`src/rtl/usb_pid_pkg.sv`:
```
package usb_pid_pkg;
  typedef enum logic [1:0] {
    PID_NAK   = 2'b00,
    PID_BUF   = 2'b01,
    PID_STALL = 2'b10,
    PID_STALX = 2'b11
  } pid_e;

  typedef enum logic [1:0] {
    HS_NAK   = 2'b00,
    HS_ACK   = 2'b01,
    HS_STALL = 2'b10
  } hs_e;

  localparam int unsigned REG_CTL  = 0;
  localparam int unsigned REG_CFG  = 1;
  localparam int unsigned NUM_CFG  = 4;   // cfg, buf, maxp, period
  localparam int unsigned CFG_BULK = 0;
  localparam int unsigned CFG_SNAK = 1;
  localparam int unsigned CTL_DONE = 2;
endpackage

```
`src/rtl/usb_pid_event_arb.sv`:
```
module usb_pid_event_arb #(
  parameter bit DEF_CTRL = 1'b1
) (
  input  logic host_mode_i,
  input  logic is_bulk_i,
  input  logic snak_en_i,
  input  logic ev_setup_i,
  input  logic ev_stall_hs_i,
  input  logic ev_oversize_i,
  input  logic ev_short_i,
  input  logic ev_trn_end_i,
  input  logic ev_seq_err_i,
  output logic force_stall_o,
  output logic force_nak_o
);
  logic stall_host, stall_func, nak_bulk, nak_setup;

  assign stall_host = host_mode_i & ev_stall_hs_i;
  assign stall_func = ~host_mode_i & ev_seq_err_i;
  assign nak_bulk   = is_bulk_i & snak_en_i & (ev_short_i | ev_trn_end_i);

  generate
    if (DEF_CTRL) begin : g_dcp
      assign nak_setup = ~host_mode_i & ev_setup_i;
    end else begin : g_no_dcp
      assign nak_setup = 1'b0;
    end
  endgenerate

  assign force_stall_o = ev_oversize_i | stall_host | stall_func;
  // STALL outranks NAK
  assign force_nak_o   = ~force_stall_o & (nak_bulk | nak_setup);
endmodule

```
`src/rtl/usb_pid_state.sv`:
```
module usb_pid_state
  import usb_pid_pkg::*;
(
  input  logic       clk_i,
  input  logic       rst_ni,
  input  logic       force_stall_i,
  input  logic       force_nak_i,
  input  logic       sw_wr_i,
  input  logic [1:0] sw_pid_i,
  output logic [1:0] pid_o
);
  logic [1:0] pid_q, pid_d;

  always_comb begin
    pid_d = pid_q;
    if (force_stall_i)    pid_d = PID_STALL;
    else if (force_nak_i) pid_d = PID_NAK;
    else if (sw_wr_i)     pid_d = sw_pid_i;
  end

  always_ff @(posedge clk_i or negedge rst_ni) begin
    if (!rst_ni) pid_q <= PID_NAK;
    else         pid_q <= pid_d;
  end

  assign pid_o = pid_q;
endmodule

```
`src/rtl/usb_pipe_cfg_regs.sv`:
```
module usb_pipe_cfg_regs
  import usb_pid_pkg::*;
#(
  parameter int unsigned DATA_W = 16,
  parameter int unsigned ADDR_W = 3
) (
  input  logic                            clk_i,
  input  logic                            rst_ni,
  input  logic                            locked_i,
  input  logic                            wr_en_i,
  input  logic [ADDR_W-1:0]               wr_addr_i,
  input  logic [DATA_W-1:0]               wr_data_i,
  output logic                            done_o,
  output logic [DATA_W-4:0]               misc_o,
  output logic [NUM_CFG-1:0][DATA_W-1:0]  regs_o
);
  localparam int unsigned MISC_W = DATA_W - 3;

  logic              ctl_hit;
  logic              done_q;
  logic [MISC_W-1:0] misc_q;

  assign ctl_hit = wr_en_i && (wr_addr_i == ADDR_W'(REG_CTL));

  // control-complete bit stays writable in any PID state
  always_ff @(posedge clk_i or negedge rst_ni) begin
    if (!rst_ni) begin
      done_q <= 1'b0;
      misc_q <= '0;
    end else if (ctl_hit) begin
      done_q <= wr_data_i[CTL_DONE];
      if (!locked_i) misc_q <= wr_data_i[DATA_W-1:3];
    end
  end

  assign done_o = done_q;
  assign misc_o = misc_q;

  genvar gi;
  generate
    for (gi = 0; gi < NUM_CFG; gi++) begin : g_reg
      logic              hit;
      logic [DATA_W-1:0] q;
      assign hit = wr_en_i && !locked_i &&
                   (wr_addr_i == ADDR_W'(REG_CFG + gi));
      always_ff @(posedge clk_i or negedge rst_ni) begin
        if (!rst_ni)  q <= '0;
        else if (hit) q <= wr_data_i;
      end
      assign regs_o[gi] = q;
    end
  endgenerate
endmodule

```
`src/rtl/usb_pid_resp.sv`:
```
module usb_pid_resp
  import usb_pid_pkg::*;
(
  input  logic       host_mode_i,
  input  logic [1:0] pid_i,
  output logic       token_en_o,
  output logic [1:0] hs_sel_o
);
  always_comb begin
    unique case (pid_i)
      PID_NAK: hs_sel_o = HS_NAK;
      PID_BUF: hs_sel_o = HS_ACK;
      default: hs_sel_o = HS_STALL;
    endcase
  end

  assign token_en_o = host_mode_i && (pid_i == PID_BUF);
endmodule

```
`src/rtl/usb_pipe_pid_ctrl.sv`:
```
module usb_pipe_pid_ctrl
  import usb_pid_pkg::*;
#(
  parameter int unsigned DATA_W   = 16,
  parameter int unsigned ADDR_W   = 3,
  parameter bit          DEF_CTRL = 1'b1
) (
  input  logic              clk_i,
  input  logic              rst_ni,
  input  logic              host_mode_i,
  input  logic              wr_en_i,
  input  logic [ADDR_W-1:0] wr_addr_i,
  input  logic [DATA_W-1:0] wr_data_i,
  input  logic              ev_setup_i,
  input  logic              ev_stall_hs_i,
  input  logic              ev_oversize_i,
  input  logic              ev_short_i,
  input  logic              ev_trn_end_i,
  input  logic              ev_seq_err_i,
  output logic [1:0]        pid_o,
  output logic              token_en_o,
  output logic [1:0]        hs_sel_o,
  output logic [DATA_W-1:0] ctl_o,
  output logic [DATA_W-1:0] cfg_o,
  output logic [DATA_W-1:0] buf_cfg_o,
  output logic [DATA_W-1:0] maxp_o,
  output logic [DATA_W-1:0] period_o
);
  logic                           force_stall, force_nak, sw_pid_wr, locked;
  logic [1:0]                     pid;
  logic                           done;
  logic [DATA_W-4:0]              misc;
  logic [NUM_CFG-1:0][DATA_W-1:0] regs;

  assign sw_pid_wr = wr_en_i && (wr_addr_i == ADDR_W'(REG_CTL));
  assign locked    = (pid == PID_BUF);

  usb_pid_event_arb #(.DEF_CTRL(DEF_CTRL)) i_arb (
    .host_mode_i   (host_mode_i),
    .is_bulk_i     (regs[0][CFG_BULK]),
    .snak_en_i     (regs[0][CFG_SNAK]),
    .ev_setup_i    (ev_setup_i),
    .ev_stall_hs_i (ev_stall_hs_i),
    .ev_oversize_i (ev_oversize_i),
    .ev_short_i    (ev_short_i),
    .ev_trn_end_i  (ev_trn_end_i),
    .ev_seq_err_i  (ev_seq_err_i),
    .force_stall_o (force_stall),
    .force_nak_o   (force_nak)
  );

  usb_pid_state i_state (
    .clk_i         (clk_i),
    .rst_ni        (rst_ni),
    .force_stall_i (force_stall),
    .force_nak_i   (force_nak),
    .sw_wr_i       (sw_pid_wr),
    .sw_pid_i      (wr_data_i[1:0]),
    .pid_o         (pid)
  );

  usb_pipe_cfg_regs #(.DATA_W(DATA_W), .ADDR_W(ADDR_W)) i_regs (
    .clk_i     (clk_i),
    .rst_ni    (rst_ni),
    .locked_i  (locked),
    .wr_en_i   (wr_en_i),
    .wr_addr_i (wr_addr_i),
    .wr_data_i (wr_data_i),
    .done_o    (done),
    .misc_o    (misc),
    .regs_o    (regs)
  );

  usb_pid_resp i_resp (
    .host_mode_i (host_mode_i),
    .pid_i       (pid),
    .token_en_o  (token_en_o),
    .hs_sel_o    (hs_sel_o)
  );

  assign pid_o     = pid;
  assign ctl_o     = {misc, done, pid};
  assign cfg_o     = regs[0];
  assign buf_cfg_o = regs[1];
  assign maxp_o    = regs[2];
  assign period_o  = regs[3];
endmodule

```
`config.mk`:
```
export PLATFORM = sky130hd
export DESIGN_NAME = usb_pipe_pid_ctrl
export DESIGN_NICKNAME = d
export VERILOG_FILES = /design/src/rtl/usb_pid_pkg.sv /design/src/rtl/usb_pid_event_arb.sv /design/src/rtl/usb_pid_state.sv /design/src/rtl/usb_pipe_cfg_regs.sv /design/src/rtl/usb_pid_resp.sv /design/src/rtl/usb_pipe_pid_ctrl.sv
export SDC_FILE = /design/constraint.sdc
export NUM_CORES = 1
export LEC_CHECK = 0
export BUFFER_PORTS_ARGS = -buffer_cell sky130_fd_sc_hd__buf_2
export CAP_MARGIN = 20
export CORE_MARGIN = 1
export CORE_UTILIZATION = 35
export CTS_CLUSTER_DIAMETER = 120
export DETAILED_ROUTE_END_ITERATION = 6
export GPL_ROUTABILITY_DRIVEN = 0
export MAX_ROUTING_LAYER = met4
export PLACE_DENSITY = 0.68
export SYNTH_ARGS = -nofsm -noshare
export SYNTH_HDL_FRONTEND = slang
export SYNTH_SLANG_ARGS = --single-unit
```
`constraint.sdc`:
```
create_clock -name clk_i -period 2.09 [get_ports clk_i]
set_input_delay 0.1045 -clock clk_i [delete_from_list [all_inputs] [get_ports clk_i]]
set_output_delay 0.1045 -clock clk_i [all_outputs]
set_load 0.01 [all_outputs]
```
==> qor.yml, run 1 <==
tightestPinTransition_ps: 612
cts_setup_buffers: 0
viasPerCell: 4.71
cts_buffers: 9
hold_viol_final: 0
grt_pass1_vias: 2058
dp_hpwl_um: 4740
fillers: 834
drt_iter0_drc: 51
critPathTopFamily: "simple AND/OR/NAND/NOR gates"
core_mm2: 0.00876
grt.total_usage_pct: 16.0
cts_max_level: 3
ant_nets: 0
nets: 338
setup-tns-final_ps: 0
crit_slowest_cell: "nand4b_2"
rr_worst_depth: 3
antenna_found_initial: 0
diodes: 0
yosysWarnings: 0
critPathKind: "reg -> reg"
drv_cap: 0
clkLatencyLatePin_ps: 340
regToRegStartpoint: "i_state.pid_o[1]"
cts_hold_buf: 3
ys_types: 22
cts.sinks: 80
vias: 1989
wl_per_cell_um: 16.1
cp-start-kind: "flop"
skew_ps: 5.38
setup_violations: 0
fin_util_pct: 46.7
die_w_um: 97.4
dp_cells: 403
die_height_um: 97.4
cts_tree: "built"
peakVddDrop_mv: 0.516
portBuffers: 113
dpl_cell_area_mm2: 0.00387
synth.net_count: 219
synth_seq_cells: 80
ioPinCount: 114
fin_area_mm2: 0.00409
rr_endpoint: "i_regs.g_reg[1].q[6]"
max_freq_mhz: 528
period_needed_ps: 1890
hold_path.startpoint: "wr_data_i[3]"
grt_max_degree: 42
area_growth_pct: 28.4
wl_um: 6780
drc: 0
grt_overflow_total: 0
power_density_mw_per_mm2: 1010
clockRootBuffer: "clkbuf_8"
rows: 34
p_leak_nw: 2.03
path_buf_inv: 0
worstPathCellList: "nand2b_1, nand4b_2, mux2_2"
layout_worst_path_cycle_share_pct: 90.6
cp_data_arrival_time_ps: 2120
outcome: "finished clean"
min_to: "i_regs.g_reg[3].q[3]"
max_slew_margin_pct: 59.0
drive_gt1_share_pct: 69.4
rsz0062_at_grt: "no"
syn_area_mm2: 0.00319
cp_max_fo: 16
hold_path.class: "in -> reg"
drt_first_pass_iters: 4
hold_depth: 2
required_ps: 2310
initial_utilization_pct: 36.4
clk_pin_slew_worst_paths_ps: 80
cts_resized: 0
fin_cells: 422
grt_first_pass_wirelength_um: 11200
syn_avg_cell_area_um2: 16.8
cp-end-kind: "flop"
syn_inst: 190
max_stage_delay_ps: 570
report.final.slew_viol_count: 0
clk_path_buf_depth: 2
rrSetupSlack_ps: 200
yosysSeqAreaShare_pct: 62.8
die_area_mm2: 0.00949
==> kinds of logic (layout without fill, tap and decap cells) <==
group	after synthesis	count (layout)	share of synthesized area, %
mux	80	80	29.4
flops	80	80	62.8
buf+inv	14	138	2.98
simple gates	12	12	4.04
compound gates	4	4	0.785
==> cells in the mapped netlist <==
| master | number | area [µm²] |
|---|---|---|
| o211ai_1 | 1 | 7.51 |
| o21ai_0 | 2 | 10.0 |
| buf_4 | 9 | 67.6 |
| nand4b_2 | 2 | 30.0 |
| mux2i_1 | 2 | 20.0 |
| nand2_4 | 1 | 11.3 |
| mux2_4 | 10 | 150 |
| nor4b_4 | 1 | 23.8 |
| clkbuf_1 | 1 | 3.75 |
| nor2_1 | 1 | 3.75 |
| dfrtp_1 | 80 | 2000 |
| nand2b_1 | 1 | 6.26 |
| and2b_2 | 1 | 8.76 |
| and2_1 | 1 | 6.26 |
| inv_1 | 2 | 7.51 |
| nand4_2 | 2 | 25.0 |
| nor3b_1 | 1 | 7.51 |
| buf_2 | 1 | 5.00 |
| nor2b_1 | 1 | 6.26 |
| buf_6 | 1 | 11.3 |
| mux2_2 | 68 | 766 |
| a211oi_1 | 1 | 7.51 |
==> registers in the layout (all words and copies together), names as in the netlist <==
signal	flops
i_regs.done_o	1
i_regs.g.q	64
i_regs.misc_o	13
i_state.pid_o	2
==> how the worst max path moves through the flow <==
stage	start	to	slack, ps	depth (start not counted)
2_1_floorplan	i_state.pid_o[1]	i_regs.g_reg[3].q[10]	500	5
3_3_place_gp	i_state.pid_o[1]	i_regs.g_reg[1].q[10]	240	3
3_5_place_dp	i_state.pid_o[1]	i_regs.g_reg[1].q[14]	160	3
4_1_cts	i_state.pid_o[1]	i_regs.g_reg[1].q[9]	140	3
5_1_grt	i_state.pid_o[1]	i_regs.g_reg[1].q[6]	10	3
6_report	i_state.pid_o[1]	i_regs.g_reg[1].q[6]	200	3
==> power breakdown <==
group          internal (mW)  switching, mW  leakage [nW]  total (mW)
registers               1.88          0.167         0.960        2.05
clock network          0.527          0.550        0.0906        1.08
logic                  0.537          0.466         0.979        1.00
total                   2.95           1.18          2.03        4.13
==> layer usage <==
metal / GRT usage, % / share of wire [%]
met5: - / 0
met2: 24.1 / 49
met1: 20.6 / 46
met3: 3.09 / 3.5
met4: 8.26 / 2.4
==> area by class of cell <==
class	instances	area (µm²)	area share, %
Tap cell	108	135	3.30
Clock inverter	4	27.5	0.673
Sequential cell	80	2000	48.9
Multi-Input combinational cell	96	1090	26.6
Timing Repair Buffer	120	666	16.3
Clock buffer	12	165	4.04
Inverter	2	7.51	0.183
==> placed cells by master (no fill, tap or decap), types with 2 or more instances in the layout <==
cell,n
buf_4,2
inv_1,2
o21ai_0,2
nand4b_2,2
clkbuf_8,12
nand4_2,2
mux2_2,68
buf_2,112
clkinvlp_4,3
dlygate4sd3_1,3
dfrtp_1,80
buf_12,3
mux2_4,10
mux2i_1,2
==> through the flow <==
step / total power, mW / hold slack (ps) / setup slack [ps]
after detailed placement: 3.10 / 124 / 157
after CTS: 4.20 / 25.3 / 145
after global routing: 4.38 / 29.2 / 9.60
after global placement: 3.07 / 116 / 238
after floorplan: 2.61 / -191 / 498
final: 4.13 / 50.1 / 196
Power figures use the tool's default switching activity.
==> run 2, diff against run 1 <==
--- a/config.mk
+++ b/config.mk
@@ -7,9 +7,10 @@
 export LEC_CHECK = 0
 export BUFFER_PORTS_ARGS = -buffer_cell sky130_fd_sc_hd__buf_2
 export CAP_MARGIN = 20
+export CORE_ASPECT_RATIO = 0.7
 export CORE_MARGIN = 1
 export CORE_UTILIZATION = 35
-export CTS_CLUSTER_DIAMETER = 120
+export CTS_CLUSTER_DIAMETER = 200
 export DETAILED_ROUTE_END_ITERATION = 6
 export GPL_ROUTABILITY_DRIVEN = 0
 export MAX_ROUTING_LAYER = met4
==> run 2 against run 1 <==
Via count about the same. Register-to-register slack about the same. Critical path depth unchanged. Worst setup slack better by 9.5 ps. Global-route usage up 0.24 points. Fmax up 0.51%. Clock-buffer cell count down 2. Sequential share of layout area down 1.2 points. Die area about the same. Cell area up 2.5%. Critical path type unchanged.
==> qor.yml, run 2 (same netlist as run 1, synthesis figures left out) <==
grt.total_usage_pct: 16.2
required_ps: 2300
setup-tns-final_ps: 0
power_density_mw_per_mm2: 1090
die_area_mm2: 0.00950
dp_hpwl_um: 4890
dpl_cell_area_mm2: 0.00388
setup_violations: 0
dr_wl_met2_um: 3310
layout_worst_path_cycle_share_pct: 90.2
peakVddDrop_mv: 0.660
vias: 1988
rows: 28
cp-end-kind: "flop"
nets: 337
total_power_mw: 4.56
die_height_um: 81.8
period_needed_ps: 1880
grt_max_degree: 43
clk_path_buf_depth: 2
max_slew_margin_pct: 59.2
ioPinCount: 114
wl_met1_um: 3240
report.final.slew_viol_count: 0
tightestPinTransition_ps: 610
clockRootBuffer: "clkbuf_16"
seq_area_mm2: 0.00200
largest_reg_flops: 64
fin_area_mm2: 0.00419
grt_overflow_total: 0
clkLatencyLatePin_ps: 330
hold_path.class: "in -> reg"
drc: 0
fin_cells: 433
ant_nets: 0
cts_hold_buf: 2
grt_pass1_vias: 1944
final_common_cell: "buf_2"
dp_cells: 415
p_leak_nw: 2.07
cts_setup_buffers: 0
multi_input_area_mm2: 0.00109
rsz0062_at_grt: "no"
cp-start-kind: "flop"
cp_max_fo: 16
wl_um: 6920
drive_gt1_share_pct: 69.3
critPathKind: "reg -> reg"
wl_met3_um: 322
outcome: "finished clean"
max_freq_mhz: 531
drt_first_pass_iters: 3
area_growth_pct: 31.6
initial_utilization_pct: 36.8
drt_iter0_drc: 37
portBuffers: 113
skew_ps: 3.56
cts_tree: "built"
viasPerCell: 4.59
diodes: 0
drv_cap: 0
largest_register: "i_regs.g.q"
fillers: 791
die_w_um: 116
cts_resized: 0
antenna_found_initial: 0
cts_max_level: 3
top_layer: "met4"
final_cell_mix: "buf_2 (112), dfrtp_1 (80), mux2_2 (68)"
clk_pin_slew_worst_paths_ps: 60
wl_per_cell_um: 16.0
grt_first_pass_wirelength_um: 10700
cts_buffers: 9
hold_viol_final: 0
core_mm2: 0.00865
cts.sinks: 80
cp_data_arrival_time_ps: 2090
run 2: cell count changes in the layout (fill, tap and decap cells not counted):
cell           before  now
clkinvlp_4          3    2
clkbuf_8           12    0
bufinv_16           0    1
clkbuf_16           0    9
clkbuf_1            0    1
clkinv_2            1    3
dlygate4sd3_1       3    2
run 2: layout make-up:
cell class                 count  area share, %
sequential                    80           47.7
multi-input combinational     96           26.0
timing repair buffer         119           15.6
clock buffer                  10           5.46
tap                          120           3.58
clock inverter                 6           1.43
inverter                       2          0.179
run 2: path summary, 6_finish.rpt:
path                                            start                     to  slack, ps  cells after the start
worst max-delay path                 i_state.pid_o[1]   i_regs.g_reg[2].q[5]        210                      3
worst min-delay path                    ev_stall_hs_i       i_state.pid_o[1]         20                      3
worst max register to register       i_state.pid_o[1]   i_regs.g_reg[2].q[5]        210                      3
worst min register to register  i_regs.g_reg[0].q[11]  i_regs.g_reg[0].q[11]        500                      1
max in group asynchronous                      rst_ni   i_regs.g_reg[2].q[5]       1190                      3
min in group asynchronous                      rst_ni   i_regs.g_reg[1].q[4]        290                      2
run 2: critical path, cell delays in order (launching register included):
cell and delay, ps:
dfrtp_1 370, nand2b_1 350, nand4_2 560, mux2_2 480
run 2: through the flow:
step | hold slack, ps | util (%) | setup WS [ps]
after global routing | 13.5 | 48.5 | 26.3
after global placement | 106 | 44.9 | 254
final | 22.0 | 48.5 | 206
after floorplan | -191 | - | 498
after detailed placement | 107 | 44.9 | 156
after CTS | 6.45 | 48.5 | 153
run 2: report_power, final:
part	switching (mW)	leakage, nW	internal (mW)	total (mW)
registers	0.171	0.960	1.89	2.06
clock network	0.584	0.138	0.918	1.50
logic	0.467	0.973	0.536	1.00
run 2: per-layer routing:
| layer | vias up | track usage (%) |
|---|---|---|
| li1 | 907 | - |
| met1 | 1008 | 20.5 |
| met2 | 65 | 24.9 |
| met3 | 8 | 4.65 |
| met4 | 0 | 6.15 |
| met5 | - | - |
==> run 3, diff against run 2 <==
--- a/config.mk
+++ b/config.mk
@@ -9,12 +9,13 @@
 export CAP_MARGIN = 20
 export CORE_ASPECT_RATIO = 0.7
 export CORE_MARGIN = 1
-export CORE_UTILIZATION = 35
+export CORE_UTILIZATION = 46
 export CTS_CLUSTER_DIAMETER = 200
 export DETAILED_ROUTE_END_ITERATION = 6
 export GPL_ROUTABILITY_DRIVEN = 0
 export MAX_ROUTING_LAYER = met4
-export PLACE_DENSITY = 0.68
+export PLACE_DENSITY = 0.83
+export SETUP_SLACK_MARGIN = 0.1
 export SYNTH_ARGS = -nofsm -noshare
 export SYNTH_HDL_FRONTEND = slang
 export SYNTH_SLANG_ARGS = --single-unit
==> run 3 against run 2 <==
Core utilization up 15 points. Highest routed layer unchanged. Clock power down 7%. Global-route usage is 4.3 points higher. Fmax down 0.97%. First-iteration DRC count fell by 27%. Via count did not move. Sequential share of layout area rose by 1.2 points. Cell count decreased by 6.9%. Die area down 23%. Clock-buffer cell count rose by 1.
==> qor.yml, run 3 (same netlist as run 1, synthesis figures left out) <==
outcome: "finished clean"
dp_hpwl_um: 4750
largest_register: "i_regs.g.q"
max_stage_delay_ps: 580
skew_ps: 4.15
grt_max_degree: 43
nets: 336
critPathKind: "reg -> reg"
initial_utilization_pct: 49.4
setup_violations: 0
die_area_mm2: 0.00727
pre_cts_ws_ps: 178
clk_pin_slew_worst_paths_ps: 80
required_ps: 2300
tightestPinTransition_ps: 642
wl_um: 6600
cts_buffers: 9
max_freq_mhz: 526
hold_viol_final: 0
antenna_found_initial: 0
worstPathCellList: "nand2b_1, nand4_2, mux2_2"
power_density_mw_per_mm2: 1090
cp-end-kind: "flop"
cp_max_fo: 16
setup-tns-final_ps: 0
fillers: 528
diodes: 0
rows: 24
period_needed_ps: 1900
wl_per_cell_um: 16.4
viasPerCell: 4.93
grt_first_pass_wirelength_um: 10700
die_height_um: 71.6
clkLatencyLatePin_ps: 330
die_w_um: 101
layout_worst_path_cycle_share_pct: 91.0
drive_gt1_share_pct: 69.6
largest_reg_flops: 64
max_slew_margin_pct: 57.1
p_leak_nw: 2.04
drv_cap: 0
cp_data_arrival_time_ps: 2110
cts_tree: "built"
cts.sinks: 80
grt.total_usage_pct: 20.6
drc: 0
ant_nets: 0
drt_first_pass_iters: 4
area_growth_pct: 28.3
report.final.slew_viol_count: 0
clockRootBuffer: "clkbuf_8"
vias: 1988
cp-start-kind: "flop"
crit_slowest_cell: "nand4_2"
ioPinCount: 114
dp_cells: 385
cts_resized: 0
grt_overflow_total: 0
grt_pass1_vias: 2053
final_cell_mix: "buf_2 (112), dfrtp_1 (80), mux2_2 (68)"
peakVddDrop_mv: 0.643
portBuffers: 113
fin_hold_ws_ps: 20.1
hold_path.class: "in -> reg"
final_common_cell: "buf_2"
setup_slack_ps: 187
fin_cells: 403
cts_max_level: 3
core_mm2: 0.00646
rsz0062_at_grt: "yes"
drt_iter0_drc: 27
clk_path_buf_depth: 2
## run 3: area by class of cell
class	count	area, µm²	share of cell area [%]
clock inverter	5	103	2.51
sequential	80	2000	48.9
clock buffer	11	151	3.70
timing repair buffer	118	623	15.2
inverter	2	7.51	0.184
tap	91	114	2.78
multi-input combinational	96	1090	26.6
## run 3: critical path, delay by kind of cell, from the launching register on
family | cells | cell delay [ps]
DFF | 1 | 390
and+or+nand+nor | 2 | 900
muxes | 1 | 490
## run 3: worst paths after layout
path | start | endpoint | slack (ps) | cells past startpoint
setup / recovery | i_state.pid_o[1] | i_regs.g_reg[2].q[9] | 190 | 3
hold / removal | ev_stall_hs_i | i_state.pid_o[1] | 20 | 3
setup reg to reg | i_state.pid_o[1] | i_regs.g_reg[2].q[9] | 190 | 3
hold reg to reg | i_regs.g_reg[3].q[11] | i_regs.g_reg[3].q[11] | 500 | 1
max in group asynchronous | rst_ni | i_regs.g_reg[2].q[7] | 1210 | 3
min in group asynchronous | rst_ni | i_regs.g_reg[3].q[2] | 280 | 2
## run 3: power breakdown
part	internal [mW]	switching (mW)
clock network	0.857	0.528
logic	0.533	0.470
registers	1.88	0.174
total	3.27	1.17
## run 3: timing repair
action | 4_1_cts | 5_1_grt
endpoints found under the setup margin | 0 | 48
hold buffers | 2 | 0
buffers inserted | 0 | 0
hold endpoints to repair | 39 | 0
## run 3: stage by stage
step | total power [mW] | area (µm²) | utilization [%]
4_1_cts | 4.49 | 4090 | 63.4
3_5_place_dp | 3.10 | 3820 | 59.1
5_1_grt | 4.67 | 4090 | 63.4
6_report | 4.44 | 4090 | 63.4
2_1_floorplan | 2.61 | 3190 | -
3_3_place_gp | 3.06 | 3820 | 59.1
## run 3: metal layers
metal  wire length, µm  up-vias  global-route usage [%]
li1                  -      909                       -
met1              3130     1015                    27.3
met2              3190       60                    31.8
met3               237        4                    4.68
met4                46        0                    6.12
met5                 0        -                       -
